[src/rtl/supv_pkg.sv]
package supv_pkg;

    typedef enum logic {
        PWR_OFF = 1'b0,
        PWR_ON  = 1'b1
    } pwr_state_e;

    typedef struct packed {
        logic uv;
        logic ot;
        logic open_load;
    } hold_reasons_t;

    function automatic logic any_hold(input hold_reasons_t r);
        return r.uv | r.ot | r.open_load;
    endfunction

    function automatic int cnt_width(input int limit);
        return (limit < 2) ? 1 : $clog2(limit + 1);
    endfunction

endpackage

[src/rtl/ctrl_qualifier.sv]
module ctrl_qualifier #(
    parameter int SYNC_STAGES = 2,
    parameter int SHDN_CYCLES = 625000
) (
    input  logic clk,
    input  logic rst,
    input  logic ctrl_pin,
    output logic ctrl_level,
    output logic ctrl_low_long
);
    localparam int CW = supv_pkg::cnt_width(SHDN_CYCLES);
    localparam logic [CW-1:0] LIMIT = CW'(SHDN_CYCLES);

    logic [SYNC_STAGES-1:0] sync_q;
    logic [CW-1:0]          low_cnt;

    generate
        if (SYNC_STAGES == 1) begin : g_one
            always_ff @(posedge clk) begin
                if (rst) sync_q <= '0;
                else     sync_q <= ctrl_pin;
            end
        end else begin : g_chain
            always_ff @(posedge clk) begin
                if (rst) sync_q <= '0;
                else     sync_q <= {sync_q[SYNC_STAGES-2:0], ctrl_pin};
            end
        end
    endgenerate

    assign ctrl_level = sync_q[SYNC_STAGES-1];

    always_ff @(posedge clk) begin
        if (rst)                low_cnt <= '0;
        else if (ctrl_level)    low_cnt <= '0;
        else if (low_cnt != LIMIT) low_cnt <= low_cnt + 1'b1;
    end

    assign ctrl_low_long = (low_cnt == LIMIT);
endmodule

[src/rtl/open_load_detect.sv]
module open_load_detect #(
    parameter int OPEN_CYCLES = 8
) (
    input  logic clk,
    input  logic rst,
    input  logic enable,
    input  logic tick,
    input  logic ovp,
    input  logic fb_low,
    output logic detect
);
    localparam int CW = supv_pkg::cnt_width(OPEN_CYCLES);
    localparam logic [CW-1:0] LAST = CW'(OPEN_CYCLES - 1);

    logic [CW-1:0] run_cnt;
    logic          both;

    assign both   = ovp & fb_low;
    assign detect = enable & tick & both & (run_cnt == LAST);

    always_ff @(posedge clk) begin
        if (rst || !enable) begin
            run_cnt <= '0;
        end else if (tick) begin
            if (!both || detect) run_cnt <= '0;
            else                 run_cnt <= run_cnt + 1'b1;
        end
    end
endmodule

[src/rtl/power_sequencer.sv]
module power_sequencer (
    input  logic clk,
    input  logic rst,
    input  logic ctrl_level,
    input  logic ctrl_low_long,
    input  logic open_detect,
    output supv_pkg::pwr_state_e state,
    output logic open_latched,
    output logic start_pulse
);
    import supv_pkg::*;

    always_ff @(posedge clk) begin
        if (rst) begin
            state        <= PWR_OFF;
            open_latched <= 1'b0;
            start_pulse  <= 1'b0;
        end else begin
            start_pulse <= 1'b0;
            if (ctrl_low_long)    open_latched <= 1'b0;
            else if (open_detect) open_latched <= 1'b1;
            case (state)
                PWR_ON: begin
                    if (open_detect || ctrl_low_long) state <= PWR_OFF;
                end
                default: begin
                    if (ctrl_level && !ctrl_low_long && !open_latched) begin
                        state       <= PWR_ON;
                        start_pulse <= 1'b1;
                    end
                end
            endcase
        end
    end
endmodule

[src/rtl/led_fault_supervisor.sv]
module led_fault_supervisor #(
    parameter int OPEN_CYCLES = 8,
    parameter int SHDN_CYCLES = 625000,
    parameter int SYNC_STAGES = 2
) (
    input  logic clk,
    input  logic rst,
    input  logic cycle_tick,
    input  logic ovp_flag,
    input  logic fb_low_flag,
    input  logic uvlo_flag,
    input  logic otp_flag,
    input  logic ctrl_pin,
    output logic sw_en,
    output logic shutdown,
    output logic open_fault,
    output logic start_pulse
);
    import supv_pkg::*;

    logic          ctrl_level;
    logic          ctrl_low_long;
    logic          open_detect;
    pwr_state_e    state;
    hold_reasons_t holds;

    ctrl_qualifier #(
        .SYNC_STAGES(SYNC_STAGES),
        .SHDN_CYCLES(SHDN_CYCLES)
    ) u_ctrl (
        .clk          (clk),
        .rst          (rst),
        .ctrl_pin     (ctrl_pin),
        .ctrl_level   (ctrl_level),
        .ctrl_low_long(ctrl_low_long)
    );

    open_load_detect #(
        .OPEN_CYCLES(OPEN_CYCLES)
    ) u_open (
        .clk   (clk),
        .rst   (rst),
        .enable(state == PWR_ON),
        .tick  (cycle_tick),
        .ovp   (ovp_flag),
        .fb_low(fb_low_flag),
        .detect(open_detect)
    );

    power_sequencer u_seq (
        .clk          (clk),
        .rst          (rst),
        .ctrl_level   (ctrl_level),
        .ctrl_low_long(ctrl_low_long),
        .open_detect  (open_detect),
        .state        (state),
        .open_latched (open_fault),
        .start_pulse  (start_pulse)
    );

    assign holds.uv        = uvlo_flag;
    assign holds.ot        = otp_flag;
    assign holds.open_load = open_fault;

    assign shutdown = (state == PWR_OFF);
    assign sw_en    = (state == PWR_ON) && !any_hold(holds);
endmodule

[config.mk]
export PLATFORM = sky130hd
export DESIGN_NAME = led_fault_supervisor
export DESIGN_NICKNAME = d
export VERILOG_FILES = /design/src/rtl/supv_pkg.sv /design/src/rtl/ctrl_qualifier.sv /design/src/rtl/open_load_detect.sv /design/src/rtl/power_sequencer.sv /design/src/rtl/led_fault_supervisor.sv
export SDC_FILE = /design/constraint.sdc
export NUM_CORES = 1
export LEC_CHECK = 0
export CELL_PAD_IN_SITES_DETAIL_PLACEMENT = 1
export CELL_PAD_IN_SITES_GLOBAL_PLACEMENT = 1
export CORE_MARGIN = 1.5
export CORE_UTILIZATION = 35
export DETAILED_ROUTE_END_ITERATION = 10
export HOLD_SLACK_MARGIN = 0.15
export MAX_ROUTING_LAYER = met4
export PLACE_DENSITY_LB_ADDON = 0.05
export SKIP_CTS_REPAIR_TIMING = 1
export SYNTH_ARGS = -nofsm -noshare
export SYNTH_HDL_FRONTEND = slang
export SYNTH_SLANG_ARGS = --single-unit
[constraint.sdc]
create_clock -name clk -period 2.51 [get_ports clk]
set_clock_uncertainty 0.1 [all_clocks]
set_input_delay 0.502 -clock clk [delete_from_list [all_inputs] [get_ports clk]]
set_output_delay 0.502 -clock clk [all_outputs]
set_load 0.02 [all_outputs]
==> impl_metrics.yaml, run 1 <==
floorplan:
  core_mm2: 0.003661
  pin_count: 12
  initial_core_util_pct: 36.43
  die_area_mm2: 0.004190
  die-width_um: 64.73
  dieHeight_um: 64.73
  fp-row-count: 22
synth:
  synthFlopType: "dfxtp_1"
  syn-num-nets: 165
  synthArstFlopShare_pct: 0
  ys_seq_area_share_pct: 43.53
  synth_commonest_cells: "dfxtp_1, nor2_1, nand2_1"
  synth_top_area_share_pct: 43.53
  ys_ff_latch: 29
  synthMostInstantiatedCell: "dfxtp_1"
  yosysTopAreaCell: "dfxtp_1"
  synth.avg_cell_area_um2: 8.661
  syn-instance-count: 154
  ys_types: 33
  ys.warnings.count: 0
  netlist_top_cells_area: "dfxtp_1, xnor2_1, nor2_1"
  synth_edf_count: 0
  syn_area_mm2: 0.001334
clocking:
  root_buffer: "clkbuf_8"
  cts_tree: "built"
  cts_buffers: 5
  clockBufferDepth: 2
  htreeDepth: 2
  path_clk_slew_ns: 0.06
  cts.sink_count: 29
  clock_latency_ns: 0.27
timing:
  rsz0062_at_grt: "false"
  relSlewSlack_pct: 65.86
  drv_slew: 0
  post-route-min-period_ns: 2.393
  setup_viol: 0
  final_hold_viol_count: 0
  worst_slew_pin_slew_ns: 0.5074
  fin_ws_ns: 0.1169
  max_freq_mhz: 417.9
  fin_setup_tns_ns: 0
  post-route-period-util_pct: 95.34
layout:
  drive_above_1_share_pct: 5.988
  fillers: 444
  final_nets: 179
  diodes: 0
  seq_area_um2: 580.6
  fin_area_mm2: 0.001563
  syn_to_final_growth_pct: 17.17
  multi_input_area_um2: 711.9
critical_path:
  crit_end: "sw_en"
  crit_fanout: 1
  r2r_end: "u_ctrl.low_cnt[18]$_SDFFE_PP0N_"
  rrSetupSlack_ns: 0.45
  startpoint: "otp_flag"
  r2r_cells: 5
  rr_startpoint: "u_ctrl.low_cnt[0]$_SDFFE_PP0N_"
  path_class: "input port to output pin"
  end_kind: "output pin"
  start_kind: "input port"
  required_ns: 1.91
  cp.arrival_ns: 1.79
placement:
  post-place-ws_ns: 0.1312
  dp_hpwl_mm: 2.214
  gp_congestion: 0.7552
  port-buffer-count: 11
  placed_cell_area_mm2: 0.001489
run_status:
  status: "completed"
global_routing:
  grt_pass1_wl_mm: 5.402
  antenna_found_initial: 0
  grtUsageTotal_pct: 17.43
  grt_pass1_vias: 1168
  met1_usage_pct: 19.61
  met3_usage_pct: 5.208
  gr-total-overflow: 0
  grt_max_degree: 18
  grt-busiest-layer: "met2"
  use_met2_pct: 29.25
power:
  leakagePower_nw: 0.4937
  max-vdd-ir-drop_mv: 0.2881
  power_density_mw_per_mm2: 551.5
worst_hold_path:
  hold_path.class: "flip-flop to flip-flop"
  min_from: "u_ctrl.sync_q[0]$_SDFF_PP0_"
route:
  drtAntennaViolNets: 0
  routedWlPerCell_um: 14.01
  via_per_inst: 5.326
  drc: 0
  first_iter_violations: 65
  finalWirelength_mm: 3.013
  vias: 1145
  firstDrtPassIters: 4
job:
  maxCapViolations: 0
-- cells by family (layout without fill, tap and decap cells) --
family | Yosys count | after routing | share of synthesized area [%]
flip-flops | 29 | 29 | 43.53
buffers and inverters | 11 | 24 | 3.096
adder cells (fa/ha/maj) | 3 | 3 | 2.815
AO/OA/AOI/OAI | 22 | 22 | 9.944
XOR/XNOR | 11 | 11 | 7.224
AND/OR/NAND/NOR | 74 | 74 | 30.39
multiplexers | 4 | 4 | 3.002
-- worst max-delay path, cell delays in order --
cell,delay (ns)
clkdlybuf4s50_1,0.40
nor4_1,0.24
clkdlybuf4s50_1,0.65
-- worst min path at each step --
stage                                  endpoint  slack (ns)  cells after the start
floorplan           u_ctrl.sync_q[1]$_SDFF_PP0_        0.31                      1
global route        u_ctrl.sync_q[1]$_SDFF_PP0_        0.36                      1
CTS                 u_ctrl.sync_q[1]$_SDFF_PP0_        0.36                      1
global placement    u_ctrl.sync_q[1]$_SDFF_PP0_        0.32                      1
finish              u_ctrl.sync_q[1]$_SDFF_PP0_        0.35                      1
detailed placement  u_ctrl.sync_q[1]$_SDFF_PP0_        0.34                      1
-- cell type report --
type                    count  area share (%)
clock buffers               5           4.404
clock inverters             1          0.3203
inverters                   7           1.681
multi-input cells         114           45.56
flip-flops and latches     29           37.15
well taps                  48           3.843
repair buffers             11           7.046
-- routing by layer --
layer,routed length [um],vias up
met1,1344,544
li1,-,581
met4,51,0
met3,104,5
met2,1512,15
met5,0,-
-- where the power goes --
group | internal (mW) | switching [mW]
registers | 0.467 | 0.00724
logic | 0.0229 | 0.0246
clock network | 0.182 | 0.158
-- registers in the layout, summed over array words and instances, names as in the netlist --
name / cells
u_seq.state: 1
u_seq.open_latched: 1
u_ctrl.sync_q: 2
u_open.run_cnt: 4
u_ctrl.low_cnt: 20
u_seq.start_pulse: 1
-- placed cells by master (no fill, tap or decap), types with 2 or more instances in the layout --
cell type / instances
clkbuf_8: 5
clkdlybuf4s50_1: 11
dfxtp_1: 29
inv_1: 7
xor2_1: 3
or2_2: 2
o31ai_1: 4
nand4_1: 7
a211oi_1: 2
or3_1: 6
a21oi_1: 7
xnor2_1: 8
nor2_1: 17
nor4_1: 5
nand3_1: 5
o21ai_0: 6
nor3_1: 4
nand3b_1: 2
or4_1: 3
nand2_1: 12
ha_1: 3
nor2b_1: 3
mux2i_1: 4
-- per-stage QoR --
stage               util [%]  cells  power (mW)  hold WS [ns]
floorplan                  -    154      0.5094        0.3138
global placement       40.67    209      0.5308        0.3234
detailed placement     40.67    209      0.5328        0.3424
CTS                    42.69    215      0.8787        0.3596
global route           42.69    215      0.9114        0.3617
finish                 42.69    215      0.8619        0.3515
No activity file was read; power rests on OpenSTA's default activity.
==> inputs of run 2 (changes only) <==
Settings changed: CORE_MARGIN 1.5 to 5.
==> impl_metrics.yaml, run 2 (synthesized netlist as in run 1, its figures left out) <==
job:
  maxCapViolations: 0
critical_path:
  start_kind: "input port"
  cp_slowest_stage_delay_ns: 0.65
  rr_startpoint: "u_ctrl.low_cnt[1]$_SDFFE_PP0N_"
  end_kind: "output pin"
  cpMostUsedCell: "clkdlybuf4s50_1"
  r2r_end: "u_ctrl.low_cnt[18]$_SDFFE_PP0N_"
  cp.arrival_ns: 1.78
  crit_buf_inv: 2
  rrSetupSlack_ns: 0.44
  path_class: "input port to output pin"
  crit_fanout: 1
  path_delay_family: "buffers and inverters"
  required_ns: 1.91
  path_cells: "clkdlybuf4s50_1 > nor4_1 > clkdlybuf4s50_1"
  cpMaxStageDelayCell: "clkdlybuf4s50_1"
  r2r_cells: 5
timing:
  rsz0062_at_grt: "false"
  drv_slew: 0
  relSlewSlack_pct: 64.33
  worst_slew_pin_slew_ns: 0.5301
  post-route-period-util_pct: 94.72
  max_freq_mhz: 420.6
  fin_setup_tns_ns: 0
  fin_ws_ns: 0.1326
  final_hold_viol_count: 0
  post-route-min-period_ns: 2.377
  setup_viol: 0
power:
  max-vdd-ir-drop_mv: 0.2610
  power_density_mw_per_mm2: 571.2
  leakagePower_nw: 0.4982
route:
  first_iter_violations: 45
  routedWlPerCell_um: 14.59
  vias: 1157
  finalWirelength_mm: 3.151
  drc: 0
  firstDrtPassIters: 4
  drtAntennaViolNets: 0
  via_per_inst: 5.356
layout:
  largest_reg_flops: 20
  mostFrequentLayoutCells: "dfxtp_1, nor2_1, nand2_1"
  syn_to_final_growth_pct: 18.11
  final_nets: 179
  top_register: "u_ctrl.low_cnt"
  drive_above_1_share_pct: 5.952
  postLayoutCoreUtil_pct: 42.71
  final_common_cell: "dfxtp_1"
  diodes: 0
  reg.largest.list: "u_ctrl.low_cnt (20), u_open.run_cnt (4), u_ctrl.sync_q (2)"
  fillers: 455
  fin_area_mm2: 0.001575
global_routing:
  gr-total-overflow: 0
  antenna_found_initial: 0
  grt_max_degree: 18
  grtUsageTotal_pct: 13.83
  grt_pass1_vias: 1278
  grt_pass1_wl_mm: 5.347
floorplan:
  dieHeight_um: 71.73
  die_area_mm2: 0.005145
  die-width_um: 71.73
  pin_count: 12
  fp-row-count: 22
  initial_core_util_pct: 36.16
  core_mm2: 0.003689
clocking:
  htreeDepth: 2
  cts.sink_count: 29
  clock_latency_ns: 0.27
  root_buffer: "clkbuf_8"
  cts_buffers: 5
  clockBufferDepth: 2
  cts_tree: "built"
  path_clk_slew_ns: 0.06
worst_hold_path:
  hold_path_end: "u_ctrl.sync_q[1]$_SDFF_PP0_"
  hold_path.class: "flip-flop to flip-flop"
  hold_depth: 1
  min_from: "u_ctrl.sync_q[0]$_SDFF_PP0_"
run_status:
  status: "completed"
placement:
  post-place-ws_ns: 0.1181
  port-buffer-count: 11
  gp_congestion: 0.7200
  dp_hpwl_mm: 2.328
  placed_cell_area_mm2: 0.001489
-- run 2: how the worst max path moves through the flow --
stage                                       from    end  slack, ns  cells past startpoint
after global routing                    otp_flag  sw_en       0.07                      3
after global placement                  otp_flag  sw_en       0.14                      3
after detailed placement                otp_flag  sw_en       0.12                      3
after CTS                               otp_flag  sw_en       0.11                      3
final                                   otp_flag  sw_en       0.13                      3
after floorplan           u_seq.state$_SDFF_PP0_  sw_en       0.72                      2
-- run 2: metal layers --
metal | vias up | track usage, % | wire length (um)
li1 | 581 | - | -
met1 | 555 | 13.17 | 1406
met2 | 19 | 24.18 | 1602
met3 | 2 | 6.171 | 127
met4 | 0 | 5.637 | 13
met5 | - | - | 0
-- run 2: layout make-up --
| cell class | instances | area [um2] | share of cell area, % |
|---|---|---|---|
| inverters | 7 | 26.28 | 1.668 |
| well taps | 48 | 60.06 | 3.813 |
| flip-flops and latches | 29 | 580.6 | 36.85 |
| clock buffers | 7 | 86.33 | 5.481 |
| repair buffers | 11 | 110.1 | 6.990 |
| multi-input cells | 114 | 711.9 | 45.19 |
-- run 2: through the flow --
stage | power (mW) | hold WS, ns | std cells
2_1_floorplan | 0.5094 | 0.3138 | 154
3_3_place_gp | 0.5309 | 0.3221 | 209
3_5_place_dp | 0.5331 | 0.3356 | 209
4_1_cts | 0.9230 | 0.3523 | 216
5_1_grt | 0.9430 | 0.3735 | 216
6_report | 0.8997 | 0.3455 | 216
-- run 2: where the power goes --
| part | total, mW | switching, mW | internal [mW] | leakage [nW] |
|---|---|---|---|---|
| Combinational | 0.0474 | 0.0245 | 0.0228 | 0.219 |
| Sequential | 0.475 | 0.00769 | 0.467 | 0.235 |
| Clock | 0.377 | 0.161 | 0.217 | 0.0443 |
